$ cat config.mk
export PLATFORM = sky130hd
export DESIGN_NAME = serlink_msb
export DESIGN_NICKNAME = d
export VERILOG_FILES = /design/src/rtl/serlink_pkg.sv /design/src/rtl/serlink_sync.sv /design/src/rtl/serlink_tx.sv /design/src/rtl/serlink_rx.sv /design/src/rtl/serlink_msb.sv
export SDC_FILE = /design/constraint.sdc
export NUM_CORES = 1
export LEC_CHECK = 0
export BUFFER_PORTS_ARGS = -buffer_cell sky130_fd_sc_hd__buf_2
export CAP_MARGIN = 10
export CORE_ASPECT_RATIO = 1.25
export CORE_UTILIZATION = 40
export DETAILED_ROUTE_END_ITERATION = 8
export PLACE_DENSITY_LB_ADDON = 0.3
export SYNTH_ARGS = -nofsm -noshare
export SYNTH_HDL_FRONTEND = slang
export SYNTH_HIERARCHICAL = 1
export SYNTH_SLANG_ARGS = --single-unit
$ cat constraint.sdc
create_clock -name clk -period 1.95 [get_ports clk]
set_input_delay 0.195 -clock clk [delete_from_list [all_inputs] [get_ports clk]]
set_output_delay 0.195 -clock clk [all_outputs]
set_load 0.05 [all_outputs]
$ cat src/rtl/serlink_pkg.sv
// Shared state encodings for the serial character link.
package serlink_pkg;
    typedef enum logic [1:0] {TX_IDLE, TX_START, TX_DATA, TX_STOP} tx_state_t;
    typedef enum logic [2:0] {RX_IDLE, RX_START, RX_DATA, RX_STOP, RX_RECOVER} rx_state_t;
endpackage

$ cat src/rtl/serlink_sync.sv
// Multi-stage synchronizer for the asynchronous receive line.
// Assumes STAGES >= 2; resets to the idle (high) level.
module serlink_sync #(
    parameter int STAGES = 2
) (
    input  logic clk,
    input  logic rst_n,
    input  logic din,
    output logic dout
);
    logic [STAGES-1:0] q;

    // Shift the raw line through the flop chain.
    always_ff @(posedge clk) begin
        if (!rst_n) q <= '1;
        else        q <= {q[STAGES-2:0], din};
    end

    assign dout = q[STAGES-1];
endmodule

$ cat src/rtl/serlink_tx.sv
// Frame transmitter: start bit low, data MSB first, stop bit high.
// Assumes CLKS_PER_BIT >= 2. Strobes are ignored while a frame runs.
module serlink_tx
    import serlink_pkg::*;
#(
    parameter int CLKS_PER_BIT = 16,
    parameter int DATA_BITS    = 8
) (
    input  logic                 clk,
    input  logic                 rst_n,
    input  logic [DATA_BITS-1:0] data,
    input  logic                 valid,
    output logic                 busy,
    output logic                 line
);
    localparam int CW = $clog2(CLKS_PER_BIT);
    localparam int IW = $clog2(DATA_BITS);
    localparam logic [CW-1:0] CNT_LAST = CW'(CLKS_PER_BIT - 1);
    localparam logic [IW-1:0] IDX_LAST = IW'(DATA_BITS - 1);

    tx_state_t            state;
    logic [CW-1:0]        cnt;
    logic [IW-1:0]        idx;
    logic [DATA_BITS-1:0] sh;

    // Frame sequencer: bit timer, shift register and registered line.
    always_ff @(posedge clk) begin
        if (!rst_n) begin
            state <= TX_IDLE;
            cnt   <= '0;
            idx   <= '0;
            sh    <= '0;
            line  <= 1'b1;
        end else if (state == TX_IDLE) begin
            if (valid) begin
                sh    <= data;
                cnt   <= '0;
                line  <= 1'b0;
                state <= TX_START;
            end
        end else if (cnt != CNT_LAST) begin
            cnt <= cnt + CW'(1);
        end else begin
            cnt <= '0;
            case (state)
                TX_START: begin
                    state <= TX_DATA;
                    idx   <= '0;
                    line  <= sh[DATA_BITS-1];
                end
                TX_DATA: begin
                    if (idx == IDX_LAST) begin
                        state <= TX_STOP;
                        line  <= 1'b1;
                    end else begin
                        idx  <= idx + IW'(1);
                        sh   <= sh << 1;
                        line <= sh[DATA_BITS-2];
                    end
                end
                default: begin
                    state <= TX_IDLE;
                    line  <= 1'b1;
                end
            endcase
        end
    end

    assign busy = (state != TX_IDLE);

    // line rests high outside a frame
    a_r4_idle_high: assert property (@(posedge clk) disable iff (!rst_n)
        !busy |-> line);
    // an accepted strobe starts the frame with a low bit
    a_r3_accept_start: assert property (@(posedge clk) disable iff (!rst_n)
        (!busy && valid) |=> (busy && !line));
    // strobe during a frame does not reload the shifter mid-start
    a_r5_no_reload: assert property (@(posedge clk) disable iff (!rst_n)
        (state == TX_START && valid) |=> $stable(sh));
endmodule

$ cat src/rtl/serlink_rx.sv
// Frame receiver: confirms the start bit at half a bit, samples each
// data bit at mid-bit into the MSB end first, checks the stop bit.
// Assumes a synchronized line input and CLKS_PER_BIT >= 4.
module serlink_rx
    import serlink_pkg::*;
#(
    parameter int CLKS_PER_BIT = 16,
    parameter int DATA_BITS    = 8
) (
    input  logic                 clk,
    input  logic                 rst_n,
    input  logic                 bit_in,
    output logic [DATA_BITS-1:0] data,
    output logic                 valid,
    output logic                 frame_err
);
    localparam int CW = $clog2(CLKS_PER_BIT);
    localparam int IW = $clog2(DATA_BITS);
    localparam logic [CW-1:0] CNT_LAST  = CW'(CLKS_PER_BIT - 1);
    localparam logic [CW-1:0] HALF_LAST = CW'(CLKS_PER_BIT / 2 - 1);
    localparam logic [IW-1:0] IDX_LAST  = IW'(DATA_BITS - 1);

    rx_state_t            state;
    logic [CW-1:0]        cnt;
    logic [IW-1:0]        idx;
    logic [DATA_BITS-1:0] sh;

    // Receive sequencer: edge hunt, glitch check, sampling, stop check.
    always_ff @(posedge clk) begin
        if (!rst_n) begin
            state     <= RX_IDLE;
            cnt       <= '0;
            idx       <= '0;
            sh        <= '0;
            data      <= '0;
            valid     <= 1'b0;
            frame_err <= 1'b0;
        end else begin
            valid     <= 1'b0;
            frame_err <= 1'b0;
            case (state)
                RX_IDLE: begin
                    cnt <= '0;
                    if (!bit_in) state <= RX_START;
                end
                RX_START: begin
                    if (cnt == HALF_LAST) begin
                        cnt   <= '0;
                        idx   <= '0;
                        state <= bit_in ? RX_IDLE : RX_DATA;
                    end else begin
                        cnt <= cnt + CW'(1);
                    end
                end
                RX_DATA: begin
                    if (cnt == CNT_LAST) begin
                        cnt <= '0;
                        sh  <= {sh[DATA_BITS-2:0], bit_in};
                        if (idx == IDX_LAST) state <= RX_STOP;
                        else                 idx <= idx + IW'(1);
                    end else begin
                        cnt <= cnt + CW'(1);
                    end
                end
                RX_STOP: begin
                    if (cnt == CNT_LAST) begin
                        cnt <= '0;
                        if (bit_in) begin
                            valid <= 1'b1;
                            data  <= sh;
                            state <= RX_IDLE;
                        end else begin
                            frame_err <= 1'b1;
                            state     <= RX_RECOVER;
                        end
                    end else begin
                        cnt <= cnt + CW'(1);
                    end
                end
                default: begin
                    if (bit_in) state <= RX_IDLE;
                end
            endcase
        end
    end

    // a frame ends either good or bad, never both
    a_r8_exclusive: assert property (@(posedge clk) disable iff (!rst_n)
        !(valid && frame_err));
    // data valid is a single-cycle pulse
    a_r6_valid_pulse: assert property (@(posedge clk) disable iff (!rst_n)
        valid |=> !valid);
    // output byte holds between good frames
    a_r10_data_hold: assert property (@(posedge clk) disable iff (!rst_n)
        !valid |-> $stable(data));
    // after an error the receiver does not start a frame on a low line
    a_r9_recover: assert property (@(posedge clk) disable iff (!rst_n)
        frame_err |-> (state == RX_RECOVER));
endmodule

$ cat src/rtl/serlink_msb.sv
// Top of the MSB-first serial link: independent transmit and receive
// halves sharing one bit-period parameter.
module serlink_msb #(
    parameter int CLKS_PER_BIT = 16,
    parameter int DATA_BITS    = 8,
    parameter int SYNC_STAGES  = 2
) (
    input  logic                 clk,
    input  logic                 rst_n,
    input  logic [DATA_BITS-1:0] tx_data,
    input  logic                 tx_valid,
    output logic                 tx_busy,
    output logic                 tx_line,
    input  logic                 rx_line,
    output logic [DATA_BITS-1:0] rx_data,
    output logic                 rx_valid,
    output logic                 rx_frame_err
);
    logic rx_bit;

    serlink_tx #(.CLKS_PER_BIT(CLKS_PER_BIT), .DATA_BITS(DATA_BITS)) u_tx (
        .clk(clk), .rst_n(rst_n), .data(tx_data), .valid(tx_valid),
        .busy(tx_busy), .line(tx_line)
    );

    serlink_sync #(.STAGES(SYNC_STAGES)) u_sync (
        .clk(clk), .rst_n(rst_n), .din(rx_line), .dout(rx_bit)
    );

    serlink_rx #(.CLKS_PER_BIT(CLKS_PER_BIT), .DATA_BITS(DATA_BITS)) u_rx (
        .clk(clk), .rst_n(rst_n), .bit_in(rx_bit), .data(rx_data),
        .valid(rx_valid), .frame_err(rx_frame_err)
    );
endmodule

== Word-level counts from Yosys, hierarchy flattened ==
Cells that the tools add are included.

* Bits of input ports: 12
* Output and inout bits: 12
* Logic and storage cells: 96
* Bits in registers: 48

* Add/subtract/negate cells: 4
* Equal/unequal tests: 21
* Reductions and logical operators: 18
* Bitwise gates (word level): 2
* Mux-type cells: 38

{| class="wikitable"
|+ Operator list
! kind !! number
|-
| $mux 8 || 5
|-
| $mux 3 || 11
|-
| $mux 4 || 5
|-
| $ne 2x1->1 const B || 6
|-
| $pmux 3 s2 || 2
|-
| $pmux 3 s4 || 1
|-
| $pmux 4 s3 || 1
|-
| $reduce_and 4->1 || 3
|-
| $mux 2 || 5
|-
| $reduce_and 3->1 || 3
|-
| $add 4x1->4 const B || 2
|-
| $ne 2x2->1 const B || 4
|-
| $reduce_bool 2->1 || 4
|-
| $add 3x1->3 const B || 2
|-
| $eq 3x2->1 const B || 2
|-
| $eq 3x3->1 const B || 2
|-
| $mux 1 || 6
|-
| $reduce_and 6->1 || 1
|-
| $reduce_bool 5->1 || 1
|-
| $eq 4x3->1 const B || 1
|-
| $eq 4x4->1 const B || 1
|-
| $ne 4x4->1 const B || 1
|-
| $pmux 2 s2 || 1
|-
| $reduce_and 2->1 || 2
|-
| other kinds (10) || 11
|}

== Depth between registers and ports, before layout ==
Gate-level depths: netlist of run 1.

* Word-level depth: 5
* Mapped depth: 8
* Mapped depth without buffers: 6

== Cells and area by module ==
Netlist of run 1, hierarchy kept.

{| class="wikitable"
|+ Modules (own cells, without submodules)
! module !! cells an instance !! area each (um^2) !! instances !! sequential area each (um^2)
|-
| serlink_rx || 155 || 1332.5 || 1 || 560.5
|-
| serlink_tx || 100 || 963.4 || 1 || 360.3
|-
| serlink_sync || 4 || 52.6 || 1 || 40.0
|}

== Worst setup path before layout of run 1 ==
Ideal clock, no wire load.

* Kind: register -> register
* Start point: reg u_tx.state[0]
* End point: reg u_tx.sh[1]
* Arrival: 1564 ps
* Data required time: 1834 ps
* Slack: 270 ps
* Setup time: 116 ps
* Path buffers: 2
* Stages on the path, launching flop included: 8
* Clock period less this slack: 1680 ps
* Cells stage by stage: dfxtp_1 > inv_1 > ha_1 > buf_6 > inv_1 > a22oi_4 > buf_6 > o211a_1

* Word-level cells in the longest chain between the ends: 3
* Elaborated cells on any way between the ends: 8
* Those cells by class: eq/ne: 4; mux: 1; reduce/logical: 3

{| class="wikitable"
|+ Ends and longest elaborated chain
! what !! RTL line !! RTL
|-
| start, declared || serlink_tx.sv:21 || <nowiki>tx_state_t state;</nowiki>
|-
| start signal, assigned || serlink_tx.sv:29 || <nowiki>state <= TX_IDLE;</nowiki>
|-
| start signal, assigned || serlink_tx.sv:39 || <nowiki>state <= TX_START;</nowiki>
|-
| start signal, assigned || serlink_tx.sv:47 || <nowiki>state <= TX_DATA;</nowiki>
|-
| $logic_not 2->1 / $eq 2x2->1 (equally long branches) || serlink_tx.sv:34, serlink_tx.sv:45 ||
|-
| $ne 2x1->1 (no line), or another cell as far along || - ||
|-
| $reduce_and 4->1 (no line) || - ||
|-
| end signal, assigned || serlink_tx.sv:36 || <nowiki>sh <= data;</nowiki>
|-
| end signal, assigned || serlink_tx.sv:57 || <nowiki>sh <= sh << 1;</nowiki>
|-
| end, declared || serlink_tx.sv:24 || <nowiki>logic [DATA_BITS-1:0] sh;</nowiki>
|}

Several ways; a longest one is shown, not always the timed one.
A chain may end at the register's enable or synchronous reset.

== Final worst setup path of run 1 ==
* Start point: reg u_tx.state[0]
* End point: out tx_busy

* Word-level cells in the longest chain between the ends: 1

{| class="wikitable"
|+ Ends and longest elaborated chain
! what !! RTL line !! RTL
|-
| $reduce_bool 2->1 || serlink_tx.sv:69 || <nowiki>assign busy = (state != TX_IDLE);</nowiki>
|-
| end, declared || serlink_msb.sv:12 || <nowiki>output logic tx_busy,</nowiki>
|}

Every way passes these cells.

==> out/metrics.cfg, run 1 <==
[status]
status = finished, violations left
violations = design-rule violations

[critical_path]
max_stage_delay_ns = 0.37
cp_cell_sequence = inv_1, ha_1, buf_4, inv_1, buf_2
worstPathRequired_ns = 1.75
r2r_slack_ns = 0.28
arrival_ns = 1.62
cp_top_family = buffers and inverters
crit_start = u_tx/state[0]$_SDFFE_PN0P_
crit-reg2reg-launch = u_tx/cnt[0]$_SDFFE_PN0P_
r2r_end = u_tx/sh[4]$_SDFFE_PN0P_
path_buf_inv = 4
critPathCaptureType = output port
cp_max_fo = 6
crit_path_frequent_cell = inv_1
worst-r2r-cell-count = 5
path_class = flop to output port
startpoint_type = flop
slowest_stage = dfxtp_1

[power_and_ir_drop]
p_total_mw = 1.93
netSwitchingFraction = 0.280
power.density_mw_per_mm2 = 754
p_leak_nw = 1.13
combPwrFrac = 0.136
power_frac_seq = 0.551
p_switching_mw = 0.541
intPower_mw = 1.39
vdd_drop_max_v = 0.000392
clockPowerShare = 0.313

[cts]
post_cts_resized = 0
clockBufferDepth = 2
hold_buffers = 0
ctsHtreeMaxLevel = 2
path_clk_slew_ns = 0.09
clockRootBuffer = clkbuf_8
cts_setup_buffers = 0
cts_made_buffers = 5
cts.sink_count = 48
cts_tree = yes
clk_latency_ns = 0.30

[die]
rows = 30
start_util = 0.423
fp.dieW_um = 70.5
io_pins = 24
dieArea_mm2 = 0.00618
core_mm2 = 0.00556
die_h_um = 87.7

[sta]
skew_ns = 0.00600
fin_crit_sh = 0.932
rsz0062_at_grt = false
timing_hold_violations_final = 0
holdWs_ns = 0.0793
relSlewSlack = 0.625
max_slew.worst_pin.slew_ns = 0.562
maxSlewViolCount = 0
min_period_ns = 1.82
finalSetupViolCount = 0
fin_setup_tns_ns = 0
fmax_ghz = 0.550

[yosys]
seq_area_frac_synth = 0.409
synth_top_area_share = 0.409
synth_nets = 280
yosys_most_used_dff = dfxtp_1
yosys_warnings = 6
synth.area.top_cells = dfxtp_1, mux2i_1, nand2_1
synth_commonest_cells = dfxtp_1, nand2_1, mux2i_1
avgSynthCellArea_um2 = 9.07
ys_seq_elements = 48
synth-edff-count = 0
synthCells = 259
synth_cell_type_count = 39
syn_area_mm2 = 0.00235
async_flop_share = 0
synth.most_common_cell = dfxtp_1
synth_top_area_cell = dfxtp_1

[place]
port_buffers = 23
gpl.final_weighted_congestion = 0.712
dp_cells = 332
place_hpwl_um = 2980

[final_layout]
post-route-util = 0.461
antenna_cells = 0
area_delta_synth_final_pct = 9.06
nets = 296
final_cells = 340
fillers = 562
layout-drive-gt1-share = 0.156

[min_path]
whs_path_depth = 2
holdCritStartpoint = rx_line
hold_path_class = primary input to flop
holdPathEnd = u_sync/q[0]$_SDFF_PN1_

[routing]
ant_nets = 0
vias = 1836
drc_errors = 2
viasPerCell = 5.40
drtPass1Iterations = 6
wire_per_inst_um = 12.4
postRouteWirelength_um = 4230
drtIter0Drc = 122

[grt]
grt_overflow = 0
grt_max_degree = 25
grt_pass1_vias = 1633
antenna_found_initial = 0
grt_usage = 0.145
grt_pass1_wl_um = 7250

[flow_run]
cap_violations = 0

[layout by cell type, fill, tap and decap left out, drive strengths merged]
cell,count
nor2,8
clkbuf,5
a41o,2
and4,2
a21o,1
o2111ai,1
a311oi,1
buf,29
o22ai,3
a22o,1
or2,1
a22oi,1
dfxtp,48
xor2,1
nor4bb,2
or4,2
and2,4
nor3b,2
inv,8
o221a,1
nand2,38
nand4b,2
clkinvlp,2
nand2b,6
a21oi,16
a31oi,6
o311ai,1
ha,9
mux2i,21
nand3,11
o21ai,14
nand4,3
a2bb2oi,2
nor4,2
nor2b,10
o211a,9
clkinv,1
[cell type report]
class | instances | area (µm²) | share of cell area
multi-input cells | 183 | 1240 | 0.483
flip-flops and latches | 48 | 961 | 0.375
repair buffers | 29 | 160 | 0.0625
well taps | 64 | 80.1 | 0.0313
clock buffers | 5 | 68.8 | 0.0269
inverters | 8 | 30.0 | 0.0117
clock inverters | 3 | 23.8 | 0.00928
[worst reg2reg max path: cells and delay by family (launching register included)]
family | cells | cell delay, ns
AO/OA/AOI/OAI | 2 | 0.56
adder cells (fa/ha/maj) | 1 | 0.31
flip-flops | 1 | 0.42
AND/OR/NAND/NOR | 2 | 0.28
[flip-flops by register name (all words and copies together) (netlist names)]
name and count:
u_rx/frame_err 1, u_tx/line 1, u_tx/state 2, u_sync/q 2, u_rx/sh 8, u_rx/idx 3
u_rx/data 8, u_tx/idx 3, u_rx/valid 1, u_rx/state 3, u_rx/cnt 4, u_tx/cnt 4
u_tx/sh 8
[worst max path at each step]
| stage | depth (start not counted) | end | slack [ns] |
|---|---|---|---|
| after floorplan | 7 | u_tx/sh[1]$_SDFFE_PN0P_ | 0.27 |
| after global placement | 6 | u_tx/sh[7]$_SDFFE_PN0P_ | 0.33 |
| after detailed placement | 6 | u_tx/sh[4]$_SDFFE_PN0P_ | 0.28 |
| after CTS | 5 | tx_busy | 0.11 |
| after global routing | 5 | tx_busy | 0.03 |
| final | 5 | tx_busy | 0.13 |
[through the flow]
step                setup WS [ns]  instance area, µm²
finish                      0.132                2560
global route               0.0281                2560
CTS                         0.108                2560
detailed placement          0.276                2470
global placement            0.334                2470
floorplan                   0.270                2350
[cells by family (layout without fill, tap and decap cells)]
| logic type | after synthesis | in the layout | synth area share |
|---|---|---|---|
| XOR/XNOR | 1 | 1 | 0.00373 |
| AND/OR/NAND/NOR | 93 | 93 | 0.210 |
| flip-flops | 48 | 48 | 0.409 |
| buffers and inverters | 28 | 45 | 0.0639 |
| multiplexers | 21 | 21 | 0.0895 |
| adder cells (fa/ha/maj) | 9 | 9 | 0.0479 |
| AO/OA/AOI/OAI | 59 | 59 | 0.176 |
[power by group through the flow]
stage	logic (mW)	registers, mW	clock network [mW]
2_1_floorplan	0.223	1.08	0
3_3_place_gp	0.262	1.09	0
3_5_place_dp	0.266	1.09	0
4_1_cts	0.267	1.06	0.637
5_1_grt	0.295	1.07	0.668
6_report	0.263	1.06	0.605
[metal layers]
metal  vias to the layer above  routed length (µm)  GRT usage
li1                        945                   -          -
met2                        39                2070      0.261
met3                         8                 155     0.0334
met4                         0                  68     0.0600
met5                         -                   0          0
met1                       844                1940      0.167
No activity file was read; power rests on OpenSTA's default activity.
==> run 2: changes to the inputs <==
SYNTH_HIERARCHICAL = default   (was 1)
clock period = 2.2 ns   (was 1.95 ns; I/O delays follow)
==> run 2 against run 1 <==
The run now ends clean. Via count down 12%. Worst hold slack better by 0.023 ns. Global-route usage down 0.63 points. Critical endpoint is now u_tx.sh[7]$_SDFFE_PN0P_.
==> out/metrics.cfg, run 2 <==
[grt]
antenna_found_initial = 0  ; unchanged
grt_pass1_vias = 1544  ; -5.5%
grt_usage = 0.139  ; -0.00625
grt_pass1_wl_um = 6800  ; -6.2%
grt_overflow = 0  ; unchanged
grt_max_degree = 25  ; unchanged

[sta]
fmax_ghz = 0.553
skew_ns = 0.00414  ; -0.00186 ns
finalSetupViolCount = 0  ; unchanged
timing_hold_violations_final = 0  ; unchanged
max_slew.worst_pin.slew_ns = 0.477  ; -0.0845 ns
fin_crit_sh = 0.823
rsz0062_at_grt = false
maxSlewViolCount = 0  ; unchanged
fin_setup_tns_ns = 0  ; unchanged
min_period_ns = 1.81
relSlewSlack = 0.679  ; +0.0535

[place]
postPlaceCellArea_mm2 = 0.00241  ; -2.5%
gpl.final_weighted_congestion = 0.763  ; +7.1%
port_buffers = 23  ; unchanged
place_hpwl_um = 2720  ; -8.7%

[cts]
path_clk_slew_ns = 0.08  ; about the same
hold_buffers = 0  ; unchanged
post_cts_resized = 0  ; unchanged
cts.sink_count = 48  ; unchanged
cts_tree = yes
clk_latency_ns = 0.29  ; about the same
clockRootBuffer = clkbuf_8
cts_made_buffers = 5  ; unchanged
ctsHtreeMaxLevel = 2  ; unchanged
clockBufferDepth = 2  ; unchanged
cts_setup_buffers = 0  ; unchanged

[final_layout]
multi_input_area_mm2 = 0.00119  ; -4.0%
area_delta_synth_final_pct = 8.45
stdcell_area_mm2 = 0.00249  ; -2.8%
fillers = 564  ; +0.36%
nets = 271  ; -8.4%
final_common_cell = dfxtp_1
layout_common_cells = dfxtp_1, mux2i_1, buf_2
reg_top3 = u_rx.data: 8 flops, u_rx.sh: 8 flops, u_tx.sh: 8 flops
antenna_cells = 0  ; unchanged
layout.area.seq_um2 = 961  ; unchanged
layout-drive-gt1-share = 0.184  ; +0.0282

[critical_path]
startpoint_type = flop
r2r_slack_ns = 0.39  ; +0.11 ns
cp_top_family = compound AO/OA/AOI/OAI gates
path_buf_inv = 1  ; -3
worstPathRequired_ns = 2.41  ; +0.66 ns
cp_max_fo = 15  ; +9
slowest_stage = a22oi_4
path_class = flop to flop
cp_cell_sequence = inv_1, ha_1, nand4b_4, a22oi_4, nor2_1, a211oi_1
critPathCaptureType = flop
crit-reg2reg-launch = u_tx.state[0]$_SDFFE_PN0P_
worst-r2r-cell-count = 6  ; +1
r2r_end = u_tx.sh[7]$_SDFFE_PN0P_
max_stage_delay_ns = 0.42  ; +0.05 ns
arrival_ns = 2.02  ; +0.40 ns

[yosys]
ys_seq_elements = 48  ; unchanged
synth_nets = 251  ; -10%
yosys_warnings = 0  ; -6
synthCells = 230  ; -11%
async_flop_share = 0  ; unchanged
synth_cell_type_count = 53  ; +36%
synth-edff-count = 0  ; unchanged
synth.most_common_cell = dfxtp_1
syn_area_mm2 = 0.00229  ; -2.3%
synth.area.top_cells = dfxtp_1, mux2i_1, ha_1
avgSynthCellArea_um2 = 9.98  ; +10%
synth_top_area_share = 0.419  ; +0.00959
synth_commonest_cells = dfxtp_1, mux2i_1, nand2_1
yosys_most_used_dff = dfxtp_1
synth_top_area_cell = dfxtp_1
seq_area_frac_synth = 0.419  ; +0.00959

[min_path]
hold_path_class = primary input to flop
holdPathEnd = u_sync.q[0]$_SDFF_PN1_
whs_path_depth = 2  ; unchanged
holdCritStartpoint = rx_line

[routing]
viasPerCell = 5.15  ; -4.6%
drtIter0Drc = 74  ; -39%
vias = 1618  ; -12%
wire_per_inst_um = 12.5  ; +0.16%
drtPass1Iterations = 5  ; -1
ant_nets = 0  ; unchanged
postRouteWirelength_um = 3910  ; -7.5%
drc_errors = 0  ; -2

[power_and_ir_drop]
intPower_mw = 1.20  ; -14%
combPwrFrac = 0.126  ; -0.010
netSwitchingFraction = 0.257  ; -0.0227
p_switching_mw = 0.417  ; -23%
power.density_mw_per_mm2 = 651  ; -14%
clockPowerShare = 0.304  ; -0.009
p_leak_nw = 1.11  ; -1.9%
power_frac_seq = 0.570  ; +0.019
vdd_drop_max_v = 0.000280  ; -29%

[die]
start_util = 0.419  ; -0.00403
dieArea_mm2 = 0.00605  ; -2.2%
rows = 30  ; unchanged
io_pins = 24  ; unchanged
fp.dieW_um = 69.7  ; -1.1%
core_mm2 = 0.00548  ; -1.4%
die_h_um = 86.7  ; -1.1%

[status]
status = finished, final reports clean

[flow_run]
cap_violations = 0  ; unchanged

## run 2: cell types whose count changed in the layout (fill, tap and decap cells not counted), sizes merged, moves of 3 or more
cell and change:
nand2 -18, a21oi -12, nor2 +9, mux2i +7, o21ai -6, nand3 -5, o211a -4, a211oi +3
a21boi +3, a31oi -3, inv -3, nor4b +3
## run 2: worst max path at each step
stage                                          start                 endpoint  slack (ns)  depth (start not counted)
after global routing      u_tx.state[1]$_SDFFE_PN0P_  u_tx.sh[1]$_SDFFE_PN0P_        0.24                          6
after detailed placement  u_tx.state[0]$_SDFFE_PN0P_  u_tx.sh[7]$_SDFFE_PN0P_        0.39                          6
final                     u_tx.state[0]$_SDFFE_PN0P_  u_tx.sh[7]$_SDFFE_PN0P_        0.39                          6
after CTS                 u_tx.state[0]$_SDFFE_PN0P_  u_tx.sh[7]$_SDFFE_PN0P_        0.38                          6
after global placement    u_tx.state[0]$_SDFFE_PN0P_  u_tx.sh[7]$_SDFFE_PN0P_        0.47                          6
after floorplan           u_tx.state[0]$_SDFFE_PN0P_  u_tx.sh[2]$_SDFFE_PN0P_        0.50                          7
## run 2: stage by stage
step	setup WS (ns)	util	cells	power (mW)	hold slack, ns
finish	0.390	0.454	314	1.62	0.102
global route	0.242	0.454	314	1.71	0.0910
CTS	0.376	0.454	314	1.65	0.0866
detailed placement	0.394	0.439	307	1.15	0.396
global placement	0.471	0.439	307	1.15	0.389
floorplan	0.500	-	230	1.11	0.321
## run 2: power by group through the flow
stage | Combinational (mW) | Clock [mW] | Sequential, mW
2_1_floorplan | 0.166 | 0 | 0.943
3_3_place_gp | 0.204 | 0 | 0.944
3_5_place_dp | 0.206 | 0 | 0.944
4_1_cts | 0.207 | 0.523 | 0.924
5_1_grt | 0.228 | 0.559 | 0.928
6_report | 0.204 | 0.492 | 0.924
## run 2: area by class of cell
class,instances,area share
Inverter,5,0.00754
Clock buffer,5,0.0277
Timing Repair Buffer,29,0.0644
Multi-Input combinational cell,161,0.477
Tap cell,64,0.0322
Sequential cell,48,0.386
Clock inverter,2,0.00503
## run 2: cells by family after synthesis
group	after synthesis	synth area share
XOR/XNOR	1	0.00382
AO/OA/AOI/OAI	38	0.127
flip-flops	48	0.419
adder cells (fa/ha/maj)	9	0.0491
multiplexers	29	0.127
AND/OR/NAND/NOR	84	0.210
buffers and inverters	21	0.0638
## run 2: layer usage
layer	vias up	track usage	wire [µm]
li1	851	-	-
met1	741	0.174	1980
met2	20	0.234	1760
met3	6	0.0314	112
met4	0	0.0545	63
met5	-	0	0
==> run 3: changes to the inputs <==
clock period = 1.81 ns   (was 2.2 ns; I/O delays follow)
==> run 3 against run 2 <==
Worst hold slack worse by 0.037 ns. Clock-buffer cell count grew 2. Critical path depth is 1 lower. Maximum frequency rose by 7.4%. Combinational power rose by 30%. First-iteration DRC count is 36% lower. Sequential share of layout area down 0.84 points. Final cell count is 1.9% higher. Global-route usage grew 1.2 points.
==> out/metrics.cfg, run 3 (synthesized netlist as in run 2, its figures left out) <==
[status]
status = finished, final reports clean

[cts]
cts_made_buffers = 5  ; unchanged
clk_latency_ns = 0.30  ; about the same
clockBufferDepth = 2  ; unchanged
path_clk_slew_ns = 0.08  ; about the same
ctsHtreeMaxLevel = 2  ; unchanged
clockRootBuffer = clkbuf_8
cts_tree = yes
cts.sink_count = 48  ; unchanged

[critical_path]
crit-reg2reg-launch = u_rx.idx[0]$_SDFFE_PN0P_
slowest_stage = dfxtp_1
max_stage_delay_ns = 0.34  ; -0.08 ns
cp_max_fo = 3  ; -12
arrival_ns = 1.88  ; -0.14 ns
worst-r2r-cell-count = 5  ; -1
cp_cell_sequence = ha_1, ha_1, nor4bb_1, o21ai_0, a31o_1
critPathCaptureType = flop
path_class = flop to flop
r2r_end = u_rx.idx[0]$_SDFFE_PN0P_
r2r_slack_ns = 0.13  ; -0.27 ns
startpoint_type = flop
crit_path_frequent_cell = ha_1
worstPathRequired_ns = 2.00  ; -0.41 ns

[final_layout]
final_common_cell = dfxtp_1
nets = 276  ; +1.8%
layout_common_cells = dfxtp_1, mux2i_1, buf_2
area_delta_synth_final_pct = 10.9
layout-drive-gt1-share = 0.203  ; +0.0191
reg_top3 = u_rx.data: 8 flops, u_rx.sh: 8 flops, u_tx.sh: 8 flops
antenna_cells = 0  ; unchanged
fillers = 538  ; -4.6%
stdcell_area_mm2 = 0.00254  ; +2.2%

[sta]
maxSlewViolCount = 0  ; unchanged
relSlewSlack = 0.630  ; -0.0490
fmax_ghz = 0.594  ; +7.4%
fin_crit_sh = 0.931  ; +0.108
finalSetupViolCount = 0  ; unchanged
timing_hold_violations_final = 0  ; unchanged
holdWs_ns = 0.0650  ; -0.0371 ns
min_period_ns = 1.68  ; -0.125 ns
max_slew.worst_pin.slew_ns = 0.550  ; +0.0728 ns
skew_ns = 0.00798  ; +0.00384 ns
fin_ws_ns = 0.125  ; -0.265 ns

[place]
gpl.final_weighted_congestion = 0.769  ; +0.75%
port_buffers = 23  ; unchanged
postPlaceCellArea_mm2 = 0.00244  ; +1.2%
place_hpwl_um = 2960  ; +8.8%
pre_cts_ws_ns = 0.0782  ; -0.316 ns

[min_path]
whs_path_depth = 2  ; unchanged
hold_path_class = primary input to flop
holdPathEnd = u_sync.q[0]$_SDFF_PN1_
holdCritStartpoint = rx_line

[power_and_ir_drop]
clockPowerShare = 0.324  ; +0.020
netSwitchingFraction = 0.258  ; +0.000750
p_switching_mw = 0.530  ; +27%
power_frac_seq = 0.546  ; -0.024
combPwrFrac = 0.129  ; +0.003
power.density_mw_per_mm2 = 808  ; +24%
p_leak_nw = 1.14  ; +2.6%
vdd_drop_max_v = 0.000379  ; +35%
intPower_mw = 1.52  ; +27%

[grt]
grt_pass1_wl_um = 7320  ; +7.7%
grt_pass1_vias = 1625  ; +5.2%
grt_usage = 0.152  ; +0.0125
grt_max_degree = 21  ; -16%
grt_overflow = 0  ; unchanged
antenna_found_initial = 0  ; unchanged

[die]
io_pins = 24  ; unchanged
fp.dieW_um = 69.7  ; unchanged
dieArea_mm2 = 0.00605  ; unchanged
core_mm2 = 0.00548  ; unchanged
start_util = 0.419  ; unchanged
die_h_um = 86.7  ; unchanged
rows = 30  ; unchanged

[routing]
drc_errors = 0  ; unchanged
drtIter0Drc = 47  ; -36%
drtPass1Iterations = 4  ; -1
wl_met3_um = 109  ; -2.7%
ant_nets = 0  ; unchanged
viasPerCell = 5.21  ; +1.1%
wl_met1_um = 1970  ; -0.10%
highest_layer = met4
postRouteWirelength_um = 4230  ; +8.2%
wire_per_inst_um = 13.2  ; +6.2%
met2WireLength_um = 2090  ; +19%
vias = 1667  ; +3.0%

[flow_run]
cap_violations = 0  ; unchanged

## run 3: worst max path at each step
stage / startpoint / end / slack [ns] / cells after the start
final: u_rx.idx[0]$_SDFFE_PN0P_ / u_rx.idx[0]$_SDFFE_PN0P_ / 0.13 / 5
after global routing: u_tx.idx[0]$_SDFFE_PN0P_ / u_tx.sh[1]$_SDFFE_PN0P_ / -0.001 / 6
after CTS: u_tx.state[0]$_SDFFE_PN0P_ / u_tx.sh[1]$_SDFFE_PN0P_ / 0.06 / 6
after detailed placement: u_tx.state[0]$_SDFFE_PN0P_ / u_tx.sh[7]$_SDFFE_PN0P_ / 0.08 / 6
after global placement: u_tx.state[0]$_SDFFE_PN0P_ / u_tx.sh[7]$_SDFFE_PN0P_ / 0.13 / 6
after floorplan: u_tx.state[0]$_SDFFE_PN0P_ / u_tx.sh[2]$_SDFFE_PN0P_ / 0.11 / 7
## run 3: power groups by stage
stage / logic, mW / clock network, mW / registers (mW)
CTS: 0.261 / 0.699 / 1.12
global route: 0.293 / 0.729 / 1.13
floorplan: 0.201 / 0 / 1.15
detailed placement: 0.260 / 0 / 1.15
finish: 0.266 / 0.666 / 1.12
global placement: 0.254 / 0 / 1.15
## run 3: through the flow
| step | utilization | power (mW) | instances | setup TNS, ns |
|---|---|---|---|---|
| 5_1_grt | 0.464 | 2.15 | 320 | -0.00110 |
| 3_3_place_gp | 0.445 | 1.40 | 311 | 0 |
| 6_report | 0.464 | 2.05 | 320 | 0 |
| 2_1_floorplan | - | 1.35 | 230 | 0 |
| 3_5_place_dp | 0.445 | 1.41 | 311 | 0 |
| 4_1_cts | 0.462 | 2.08 | 319 | 0 |
## run 3: routing by layer
| metal | vias to the layer above | global-route usage |
|---|---|---|
| met5 | - | 0 |
| met4 | 0 | 0.0545 |
| met3 | 6 | 0.0372 |
| met2 | 18 | 0.274 |
| met1 | 778 | 0.174 |
| li1 | 865 | - |
## run 3: what timing repair did
| item | in CTS | in global routing |
|---|---|---|
| hold buffers | 0 | 0 |
| setup endpoints to repair | 0 | 8 |
| hold endpoints to repair | 0 | 0 |
| resized for setup | 0 | 2 |
| setup buffers | 0 | 1 |
## run 3: area by class of cell
type,count,area [µm²],share of cell area
inverters,5,18.8,0.00738
repair buffers,34,200,0.0787
well taps,64,80.1,0.0315
clock buffers,7,86.3,0.0339
clock inverters,1,7.51,0.00295
multi-input cells,161,1190,0.468
flip-flops and latches,48,961,0.378
## run 3: worst max-delay path: cells and delay by family, from the launching register on
family | cells | cell delay, ns
adder cells (fa/ha/maj) | 2 | 0.47
flip-flops | 1 | 0.34
AND/OR/NAND/NOR | 1 | 0.24
AO/OA/AOI/OAI | 2 | 0.54
